$ cat config.mk
export PLATFORM = sky130hd
export DESIGN_NAME = dual_dispatch
export DESIGN_NICKNAME = d
export VERILOG_FILES = /design/src/rtl/dd_pkg.sv /design/src/rtl/dd_classify.sv /design/src/rtl/dd_hazard.sv /design/src/rtl/dd_steer.sv /design/src/rtl/dual_dispatch.sv
export SDC_FILE = /design/constraint.sdc
export NUM_CORES = 1
export LEC_CHECK = 0
export BUFFER_PORTS_ARGS = -buffer_cell sky130_fd_sc_hd__buf_2
export CORE_AREA = 5 5 42 44
export DETAILED_ROUTE_END_ITERATION = 7
export DIE_AREA = 0 0 47 49
export GPL_TIMING_DRIVEN = 0
export PLACE_DENSITY = 0.82
export SETUP_SLACK_MARGIN = 0.3
export SYNTH_ARGS = -nofsm -noshare
export SYNTH_HDL_FRONTEND = slang
export SYNTH_SLANG_ARGS = --single-unit
$ cat constraint.sdc
create_clock -name vclk -period 4
set_input_delay 0.8 -clock vclk [all_inputs]
set_output_delay 0.8 -clock vclk [all_outputs]
set_load 0.05 [all_outputs]
$ cat src/rtl/dd_pkg.sv
// Shared definitions for the dual-issue dispatch block.
// Assumes a 3-bit kind code supplied by the decoder.
package dd_pkg;

    typedef enum logic [2:0] {
        K_ALU    = 3'd0,
        K_BRANCH = 3'd1,
        K_IMEM   = 3'd2,
        K_FMEM   = 3'd3,
        K_FADD   = 3'd4,
        K_FSUB   = 3'd5,
        K_FMADD  = 3'd6,
        K_FCVT   = 3'd7
    } kind_e;

    // Returns 1 for the floating-point-compute class, 0 for the integer class.
    function automatic logic is_fp_compute(input logic [2:0] kind);
        logic fp;
        case (kind_e'(kind))
            K_ALU, K_BRANCH, K_IMEM, K_FMEM: fp = 1'b0;
            K_FADD, K_FSUB, K_FMADD, K_FCVT: fp = 1'b1;
            default:                         fp = 1'b0;
        endcase
        return fp;
    endfunction

endpackage

$ cat src/rtl/dd_classify.sv
// Classifies one slot and reports whether its target pipe can take it now.
// Assumes the stall inputs are valid for the current cycle.
module dd_classify (
    input  logic       valid,
    input  logic [2:0] kind,
    input  logic       int_stall,
    input  logic       fp_stall,
    output logic       is_fp,
    output logic       ready
);
    import dd_pkg::*;

    // Class decode and pipe availability for this slot.
    always_comb begin
        is_fp = is_fp_compute(kind);
        ready = valid && (is_fp ? !fp_stall : !int_stall);
    end
endmodule

$ cat src/rtl/dd_hazard.sv
// Detects register dependencies of the younger slot on the older slot.
// Assumes tag 0 names the hard-wired integer zero register.
module dd_hazard #(
    parameter int REG_W   = 6,
    parameter int NUM_SRC = 3
) (
    input  logic                     clk,
    input  logic                     rst_n,
    input  logic                     old_dst_en,
    input  logic [REG_W-1:0]         old_dst,
    input  logic [NUM_SRC-1:0]       yng_src_en,
    input  logic [NUM_SRC*REG_W-1:0] yng_src,
    input  logic                     yng_dst_en,
    input  logic [REG_W-1:0]         yng_dst,
    output logic                     raw,
    output logic                     waw
);
    localparam logic [REG_W-1:0] ZERO_TAG = '0;

    logic             old_live;
    logic [NUM_SRC-1:0] src_hit;

    // An older write only matters if it targets a real register.
    always_comb old_live = old_dst_en && (old_dst != ZERO_TAG);

    for (genvar i = 0; i < NUM_SRC; i++) begin : g_src
        // Compare one enabled source field against the older destination.
        always_comb src_hit[i] = yng_src_en[i] && (yng_src[i*REG_W +: REG_W] == old_dst);
    end

    // Combine per-field hits and the output-dependency compare.
    always_comb begin
        raw = old_live && (|src_hit);
        waw = old_live && yng_dst_en && (yng_dst == old_dst);
    end


    zero_tag_chk: assert property (@(posedge clk) disable iff (!rst_n)
        (old_dst == ZERO_TAG) |-> (!raw && !waw));

    dis_src_chk: assert property (@(posedge clk) disable iff (!rst_n)
        (yng_src_en == '0 && !yng_dst_en) |-> (!raw && !waw));
endmodule

$ cat src/rtl/dd_steer.sv
// Makes the in-order issue decision and routes slots to the two pipes.
// Assumes slot 0 is older than slot 1.
module dd_steer (
    input  logic       clk,
    input  logic       rst_n,
    input  logic       rdy0,
    input  logic       fp0,
    input  logic       vld1,
    input  logic       rdy1,
    input  logic       fp1,
    input  logic       raw,
    input  logic       waw,
    input  logic       int_stall,
    input  logic       fp_stall,
    output logic       int_go,
    output logic       int_pick,
    output logic       fp_go,
    output logic       fp_pick,
    output logic [1:0] consumed
);
    logic iss0, iss1;

    // Older goes when its pipe is free; younger only alongside it.
    always_comb begin
        iss0 = rdy0;
        iss1 = iss0 && rdy1 && (fp0 != fp1) && !raw && !waw;
    end

    // Route the issued slots to the pipes and count them.
    always_comb begin
        int_go   = (iss0 && !fp0) || (iss1 && !fp1);
        int_pick = iss1 && !fp1;
        fp_go    = (iss0 && fp0) || (iss1 && fp1);
        fp_pick  = iss1 && fp1;
        consumed = {1'b0, iss0} + {1'b0, iss1};
    end


    count_match_chk: assert property (@(posedge clk) disable iff (!rst_n)
        consumed == ({1'b0, int_go} + {1'b0, fp_go}));

    int_stall_chk: assert property (@(posedge clk) disable iff (!rst_n)
        int_stall |-> !int_go);

    fp_stall_chk: assert property (@(posedge clk) disable iff (!rst_n)
        fp_stall |-> !fp_go);

    in_order_chk: assert property (@(posedge clk) disable iff (!rst_n)
        (!rdy0) |-> (consumed == 2'd0));

    raw_split_chk: assert property (@(posedge clk) disable iff (!rst_n)
        raw |-> (consumed != 2'd2));

    waw_split_chk: assert property (@(posedge clk) disable iff (!rst_n)
        waw |-> (consumed != 2'd2));

    same_class_chk: assert property (@(posedge clk) disable iff (!rst_n)
        (vld1 && fp0 == fp1) |-> (consumed != 2'd2));
endmodule

$ cat src/rtl/dual_dispatch.sv
// Top of the asymmetric dual-issue dispatch: classifies both slots,
// checks the pair for dependencies and issues in program order.
// Assumes the fetch buffer advances by `consumed` each cycle.
module dual_dispatch #(
    parameter int REG_W   = 6,
    parameter int NUM_SRC = 3
) (
    input  logic                     clk,
    input  logic                     rst_n,
    input  logic                     s0_valid,
    input  logic [2:0]               s0_kind,
    input  logic                     s0_dst_en,
    input  logic [REG_W-1:0]         s0_dst,
    input  logic                     s1_valid,
    input  logic [2:0]               s1_kind,
    input  logic [NUM_SRC-1:0]       s1_src_en,
    input  logic [NUM_SRC*REG_W-1:0] s1_src,
    input  logic                     s1_dst_en,
    input  logic [REG_W-1:0]         s1_dst,
    input  logic                     int_stall,
    input  logic                     fp_stall,
    output logic                     int_go,
    output logic                     int_pick,
    output logic                     fp_go,
    output logic                     fp_pick,
    output logic [1:0]               consumed
);
    localparam int NSLOT = 2;

    logic [NSLOT-1:0]      slot_vld;
    logic [NSLOT-1:0][2:0] slot_kind;
    logic [NSLOT-1:0]      slot_fp;
    logic [NSLOT-1:0]      slot_rdy;
    logic                  raw, waw;

    // Gather per-slot fields into arrays for the classifier loop.
    always_comb begin
        slot_vld  = {s1_valid, s0_valid};
        slot_kind = {s1_kind, s0_kind};
    end

    for (genvar s = 0; s < NSLOT; s++) begin : g_slot
        dd_classify u_cls (
            .valid     (slot_vld[s]),
            .kind      (slot_kind[s]),
            .int_stall (int_stall),
            .fp_stall  (fp_stall),
            .is_fp     (slot_fp[s]),
            .ready     (slot_rdy[s])
        );
    end

    dd_hazard #(.REG_W(REG_W), .NUM_SRC(NUM_SRC)) u_haz (
        .clk        (clk),
        .rst_n      (rst_n),
        .old_dst_en (s0_dst_en),
        .old_dst    (s0_dst),
        .yng_src_en (s1_src_en),
        .yng_src    (s1_src),
        .yng_dst_en (s1_dst_en),
        .yng_dst    (s1_dst),
        .raw        (raw),
        .waw        (waw)
    );

    dd_steer u_steer (
        .clk       (clk),
        .rst_n     (rst_n),
        .rdy0      (slot_rdy[0]),
        .fp0       (slot_fp[0]),
        .vld1      (slot_vld[1]),
        .rdy1      (slot_rdy[1]),
        .fp1       (slot_fp[1]),
        .raw       (raw),
        .waw       (waw),
        .int_stall (int_stall),
        .fp_stall  (fp_stall),
        .int_go    (int_go),
        .int_pick  (int_pick),
        .fp_go     (fp_go),
        .fp_pick   (fp_pick),
        .consumed  (consumed)
    );


    younger_alone_chk: assert property (@(posedge clk) disable iff (!rst_n)
        (!s0_valid) |-> (!int_go && !fp_go));

    fmem_route_chk: assert property (@(posedge clk) disable iff (!rst_n)
        (s0_valid && s0_kind == 3'd3 && !int_stall) |-> (int_go && !int_pick));
endmodule

### Word level (Yosys, flattened, before mapping)

Memories as Yosys holds them, arrays and structs flattened.
Index checks and enable logic that the tools add are counted.

| cells by class | value |
|---|---|
| equal/unequal tests | 5 |
| reduce and logical (&&, ||, !) cells | 27 |
| multiplexer cells | 2 |
| $add $sub $neg | 1 |

Operators by type and width:

| kind | number |
|---|---|
| $eq A6 B6 Y1 | 4 |
| $logic_and A1 B1 Y1 | 17 |
| $logic_not A1 Y1 | 6 |
| $reduce_bool A6 Y1 | 1 |
| $reduce_or A3 Y1 | 1 |
| $add A1 B1 Y2 | 1 |
| $logic_or A1 B1 Y1 | 2 |
| $mux W1 | 2 |
| $ne A1 B1 Y1 | 1 |

| storage, ports and cells | value |
|---|---|
| output and inout bits | 6 |
| logic and storage cells | 37 |
| ROM bits | 16 |
| memories | 2 |
| register bits after elaboration | 0 |

Memory list:

| memory | depth | width | read ports | clocked after Yosys merged registers in | wr ports | RTL line | text |
|---|---|---|---|---|---|---|---|
| (no name shown) | 8 | 1 | 1 | 0 | 0 | dd_pkg.sv:19 | `case (kind_e'(kind))` |
| (no name shown) | 8 | 1 | 1 | 0 | 0 | dd_pkg.sv:19 |  |

### Logic depth before layout (Yosys ltp)

Gate-level depths: netlist (run 1).

| depth | value |
|---|---|
| word-level depth | 9 |
| gate-level depth with buffers | 8 |
| depth with buffers taken out | 7 |

### Hierarchy

A second synthesis (run 1) with hierarchy kept.

| second synthesis, totals | value |
|---|---|
| cell total of the unflattened synthesis | 59 |
| area total of the unflattened synthesis | 486.7 um2 |

By module, submodules not included:

| module | instances | area an instance (um2) | cells each |
|---|---|---|---|
| dd_hazard | 1 | 347.8 | 42 |
| dd_steer | 1 | 91.3 | 11 |
| dd_classify | 2 | 23.8 | 3 |

### Worst setup path after synthesis (run 1)

OpenSTA, ideal clock, no wires.

| path | value |
|---|---|
| kind | input to output |
| start | in s0_dst[1] |
| end | out fp_pick |
| cell stages on the path | 5 |
| path buffers | 1 |
| arrival time | 2.845 ns |
| path slack | 0.355 ns |
| required time | 3.200 ns |
| path through | buf_2 > or4_4 > o31ai_4 > nor2_2 > nor3_1 |

| on the way | value |
|---|---|
| cells in the longest elaborated chain, start to end | 8 |
| elaborated cells on any way between the ends | 18 |
| classes of those cells | eq/ne (4); reduce/logical (14) |

RTL lines:

| item | RTL line | text |
|---|---|---|
| start: declaration | dual_dispatch.sv:13 | `input logic [REG_W-1:0] s0_dst,` |
| $eq A6 B6 Y1 | dd_hazard.sv:28 | `always_comb src_hit[i] = yng_src_en[i] && (yng_src[i*REG_W +: REG_W] == old_dst);` |
| $logic_and A1 B1 Y1 | dd_hazard.sv:28 |  |
| $reduce_or A3 Y1 | dd_hazard.sv:33 | `raw = old_live && (\|src_hit);` |
| $logic_and A1 B1 Y1 | dd_hazard.sv:33 |  |
| $logic_not A1 Y1 | dd_steer.sv:26 | `iss1 = iss0 && rdy1 && (fp0 != fp1) && !raw && !waw;` |
| $logic_and A1 B1 Y1 | dd_steer.sv:26 |  |
| $logic_and A1 B1 Y1 (*) | dd_steer.sv:26 |  |
| $logic_and A1 B1 Y1 (*) | dd_steer.sv:34 | `fp_pick = iss1 && fp1;` |
| end: declaration | dual_dispatch.sv:25 | `output logic fp_pick,` |

Mark *: on every way between the ends. The rest lies on a longest branch, timed or not.

### Final worst setup path (run 1)

| path | value |
|---|---|
| start | in s0_dst[1] |
| end | out consumed[0] |

| on the way | value |
|---|---|
| cells in the longest elaborated chain, start to end | 8 |
| elaborated cells on any way between the ends | 18 |
| classes of those cells | add/sub (1); eq/ne (4); reduce/logical (13) |

RTL lines:

| item | RTL line | text |
|---|---|---|
| $eq A6 B6 Y1 | dd_hazard.sv:28 |  |
| $logic_and A1 B1 Y1 | dd_hazard.sv:28 |  |
| $reduce_or A3 Y1 | dd_hazard.sv:33 |  |
| $logic_and A1 B1 Y1 | dd_hazard.sv:33 |  |
| $logic_not A1 Y1 | dd_steer.sv:26 |  |
| $logic_and A1 B1 Y1 | dd_steer.sv:26 |  |
| $logic_and A1 B1 Y1 (*) | dd_steer.sv:26 |  |
| $add A1 B1 Y2 (*) | dd_steer.sv:35 | `consumed = {1'b0, iss0} + {1'b0, iss1};` |
| end: declaration | dual_dispatch.sv:26 | `output logic [1:0] consumed` |

Marked as above.

==> results of run 1 <==
[placed cells by master (no fill, tap or decap)]
cell / netlist / layout
buf_6: 1 / 1
xnor2_1: 12 / 12
a211oi_1: 1 / 1
nand4_1: 4 / 4
buf_4: 2 / 2
nor3_1: 2 / 2
nor2_2: 1 / 1
mux2i_1: 1 / 1
nand2b_1: 3 / 3
nor4_1: 5 / 5
buf_2: 3 / 44
o31ai_4: 1 / 1
or3b_2: 1 / 1
and2_1: 1 / 1
o31ai_2: 1 / 1
xor2_1: 12 / 12
o32ai_2: 1 / 1
or4_4: 1 / 1
nand3b_1: 1 / 1
ha_1: 1 / 1
[stage by stage]
step           setup WS [ns]  instance area [µm²]  hold slack (ns)  std cells
4_1_cts                0.675                  682             2.02        112
2_1_floorplan          0.355                  457             1.79         55
5_1_grt                0.585                  682             2.03        112
6_report               0.694                  682             2.02        112
3_5_place_dp           0.672                  682             2.01        112
3_3_place_gp           0.745                  682             2.01        112
[report_power, final]
group	switching (mW)	internal, mW	total (mW)	leakage, nW
combinational	0.0340	0.0348	0.0688	0.323
sequential	0	0	0	0
clock	0	0	0	0
total	0.0340	0.0348	0.0688	0.323
[area by class of cell]
cell class / instances / area [µm²]
tap: 16 / 20.0
buffer: 6 / 41.3
timing repair buffer: 41 / 205
fill: 144 / 719
multi-input combinational: 49 / 415
[logic make-up (layout without fill, tap and decap cells)]
| family | count (synthesis) | after routing | share of synthesized area, % |
|---|---|---|---|
| adder cells (fa/ha/maj) | 1 | 1 | 2.74 |
| buffers and inverters | 6 | 47 | 9.04 |
| multiplexers | 1 | 1 | 2.19 |
| AO/OA/AOI/OAI | 4 | 4 | 12.6 |
| AND/OR/NAND/NOR | 19 | 19 | 27.4 |
| XOR/XNOR | 24 | 24 | 46.0 |
[layer usage]
| metal | vias to the layer above | track usage (%) | part of all wire (%) |
|---|---|---|---|
| li1 | 276 | - | - |
| met1 | 242 | 12.4 | 32 |
| met2 | 31 | 22.6 | 54 |
| met3 | 0 | 1.85 | 14 |
| met4 | 0 | 0.922 | 0 |
| met5 | - | 0 | 0 |
[worst paths after layout]
path | startpoint | end | slack [ns] | depth (start not counted)
hold / removal | s0_kind[2] | int_go | 2.02 | 3
setup / recovery | s0_dst[1] | consumed[0] | 0.69 | 7
==> results.toml, run 1 <==
[final_layout]
area_delta_synth_final_pct = 49.3
final_util_pct = 48.7
num-clock-buffers = 0
nFlopsAndLatches = 0
seqCellArea_um2 = 0
drive_gt1_share_pct = 55.2
antenna_cells = 0
nets = 146

[detailed_routing]
finalWirelength_um = 1320
dr.pass1.iters = 1
dr.first_iter.drc_count = 0
final_antenna_net_count = 0
drcViolationCount = 0
avgRoutedWirePerCell_um = 11.7
avgViaCountPerCell = 4.90
num_vias = 549

[global_routing]
grt_first_pass_wirelength_um = 2170
grt_pass1_vias = 572
grt_antenna_before_repair = 0
grt_usage_pct = 11.5
grt_overflow_total = 0
grt_max_degree = 6

[sta]
period_share_pct = 82.7
clock.fmax_ghz = 0.302
finalSetupViolations = 0
drv_slew = 0
hold_viol_final = 0
fin_crit_ns = 3.31
relSlewSlack_pct = 79.6
worst_slew_pin_slew_ns = 0.303
tns_ns = 0
rsz0062_at_grt = "false"

[floorplan]
initial_core_util_pct = 32.6
rows = 14
die_area_um2 = 2300
die_height_um = 49
boundaryPins = 53
dieWidth_um = 47
core_area_um2 = 1400

[logic_synthesis]
yosysSeqAreaShare_pct = 0
syn_area_per_cell_um2 = 8.30
netlist-cell-type-count = 20
mappedNetlistArea_um2 = 457
netlist_instances = 55
synth_commonest_cells = "xnor2_1, xor2_1, nor4_1"
yosys_warnings = 0
synth_nets = 103
synthTopCellsByArea = "xnor2_1, xor2_1, nor4_1, nand4_1, o31ai_4"
synth_top_area_share_pct = 23.0
synth_largest_area_cell = "xnor2_1"

[worst_setup_path]
crit_chain = "buf_2, or4_4, o31ai_4, nor2_2, a211oi_1, ha_1, buf_2"
max_stage_delay_ns = 0.53
crit_top_cell = "buf_2"
critPathLaunchType = "input port"
crit_required_ns = 3.20
critPathSlowestCell = "or4_4"
cp_num_buf_inv = 2
path_class = "in -> out"
worstPathMaxFanout = 5
cp.arrival_ns = 2.51
crit_family = "simple AND/OR/NAND/NOR gates"
cp-end-kind = "output port"

[run_status]
outcome = "finished, final reports clean"

[placed_design]
numPortBuffers = 41
gp_congestion = 0.680
dp_hpwl_um = 1250

[clock_network]
post_cts_buffers = 0
cts-resized-gates = 0
ctsHoldBuffers = 0

[power_and_ir_drop]
irDropWorstVdd_mv = 0.0533
p_per_area_nw_per_um2 = 101
p_leak_nw = 0.323
total_power_uw = 68.8

[worst_hold_path]
hp-class = "in -> out"

[run]
cap_violations = 0
Note: power is estimated with default switching activity, not from simulation.
==> run 2, diff against run 1 <==
--- a/config.mk
+++ b/config.mk
@@ -6,11 +6,11 @@
 export NUM_CORES = 1
 export LEC_CHECK = 0
 export BUFFER_PORTS_ARGS = -buffer_cell sky130_fd_sc_hd__buf_2
-export CORE_AREA = 5 5 42 44
+export CORE_AREA = 5 5 44 46
 export DETAILED_ROUTE_END_ITERATION = 7
-export DIE_AREA = 0 0 47 49
+export DIE_AREA = 0 0 49 51
 export GPL_TIMING_DRIVEN = 0
-export PLACE_DENSITY = 0.82
+export PLACE_DENSITY = 0.78
 export SETUP_SLACK_MARGIN = 0.3
 export SYNTH_ARGS = -nofsm -noshare
 export SYNTH_HDL_FRONTEND = slang
==> constraint.sdc (replaced) <==
create_clock -name vclk -period 2.9
set_input_delay 0.58 -clock vclk [all_inputs]
set_output_delay 0.58 -clock vclk [all_outputs]
set_load 0.05 [all_outputs]
==> results.toml, run 2 (synthesis results as in run 1) <==
[detailed_routing]
avgRoutedWirePerCell_um = 12.8
dr.pass1.iters = 3
num_vias = 579
final_antenna_net_count = 0
drcViolationCount = 0
dr.first_iter.drc_count = 1
avgViaCountPerCell = 4.91
finalWirelength_um = 1510

[floorplan]
dieWidth_um = 49
die_area_um2 = 2500
die_height_um = 51
initial_core_util_pct = 31.0
rows = 14
boundaryPins = 53
core_area_um2 = 1470

[final_layout]
nets = 152
nFlopsAndLatches = 0
final_cell_mix = "buf_2, xnor2_1, xor2_1, buf_4, buf_6"
final_util_pct = 62.3
area_delta_synth_final_pct = 101
drive_gt1_share_pct = 68.6
seqCellArea_um2 = 0
layout_commonest_cell = "buf_2"
fillers = 131
num-clock-buffers = 0
antenna_cells = 0

[worst_setup_path]
path_class = "in -> out"
worstPathMaxFanout = 4
critPathLaunchType = "input port"
crit_required_ns = 2.32
cp.arrival_ns = 2.16
cp-end-kind = "output port"

[sta]
fin_hold_ws_ns = 1.56
fin_ws_ns = 0.157
hold_viol_final = 0
worst_slew_pin_slew_ns = 0.338
fin_crit_ns = 2.74
finalSetupViolations = 0
rsz0062_at_grt = "true"
drv_slew = 0
clock.fmax_ghz = 0.365
period_share_pct = 94.6
relSlewSlack_pct = 77.2

[placed_design]
gp_congestion = 0.714
pre_cts_slack_ns = -0.00313
numPortBuffers = 41
dp_hpwl_um = 1250

[power_and_ir_drop]
p_per_area_nw_per_um2 = 134
irDropWorstVdd_mv = 0.0702
p_leak_nw = 0.388

[global_routing]
grt_first_pass_wirelength_um = 2200
grt_antenna_before_repair = 0
grt_pass1_vias = 535
grt_usage_pct = 10.4
grt_max_degree = 6
grt_overflow_total = 0

[worst_hold_path]
holdPathEnd = "int_go"
hold_depth = 3
hp-class = "in -> out"
holdCritStartpoint = "s0_kind[2]"

[run_status]
outcome = "finished, final reports clean"

[run]
cap_violations = 0

[clock_network]
ctsHoldBuffers = 0
==> run 2: worst max path at each step <==
stage               startpoint     endpoint  slack (ns)  cells after the start
finish               s0_dst[0]  consumed[0]        0.16                      7
global route         s0_dst[0]  consumed[0]        0.10                      7
CTS                  s0_dst[0]  consumed[0]        0.18                      7
detailed placement   s0_dst[3]  consumed[0]      -0.003                      9
global placement     s0_dst[3]  consumed[0]        0.01                      9
floorplan            s0_dst[0]  consumed[0]        0.24                      6
==> run 2: power by group <==
group	internal, mW	switching (mW)
logic	0.0645	0.0586
registers	0	0
clock network	0	0
total	0.0645	0.0586
==> run 2: what timing repair did <==
action / CTS / global route
gates resized for setup: 15 / 14
setup endpoints to repair: 5 / 6
buffers inserted: 3 / 3
endpoints found under the hold margin: 0 / 0
pin swaps: 1 / 10
==> run 2: final cells by class <==
type / count / area [µm²] / area share, %
plain buffers: 6 / 63.8 / 6.96
well taps: 16 / 20.0 / 2.18
multi-input cells: 49 / 538 / 58.7
repair buffers: 47 / 295 / 32.2
==> run 2: critical path, stage by stage <==
cell	delay [ns]
buf_8	0.10
or4_4	0.53
o31ai_4	0.22
nor2_4	0.08
a211oi_4	0.26
ha_4	0.24
buf_8	0.14
==> run 2: per-layer routing <==
| metal | track usage (%) | share of wire, % | vias to the layer above |
|---|---|---|---|
| li1 | - | - | 287 |
| met1 | 11.0 | 35 | 258 |
| met2 | 22.0 | 54 | 34 |
| met3 | 2.03 | 11 | 0 |
| met4 | 0 | 0 | 0 |
| met5 | 0 | 0 | - |
==> run 2: through the flow <==
step | instance area [µm²] | std cells | power, mW | setup TNS [ns]
finish | 917 | 118 | 0.123 | 0
global route | 917 | 118 | 0.132 | 0
CTS | 836 | 115 | 0.112 | 0
detailed placement | 757 | 112 | 0.103 | -0.00313
global placement | 757 | 112 | 0.101 | 0
floorplan | 532 | 55 | 0.0696 | 0
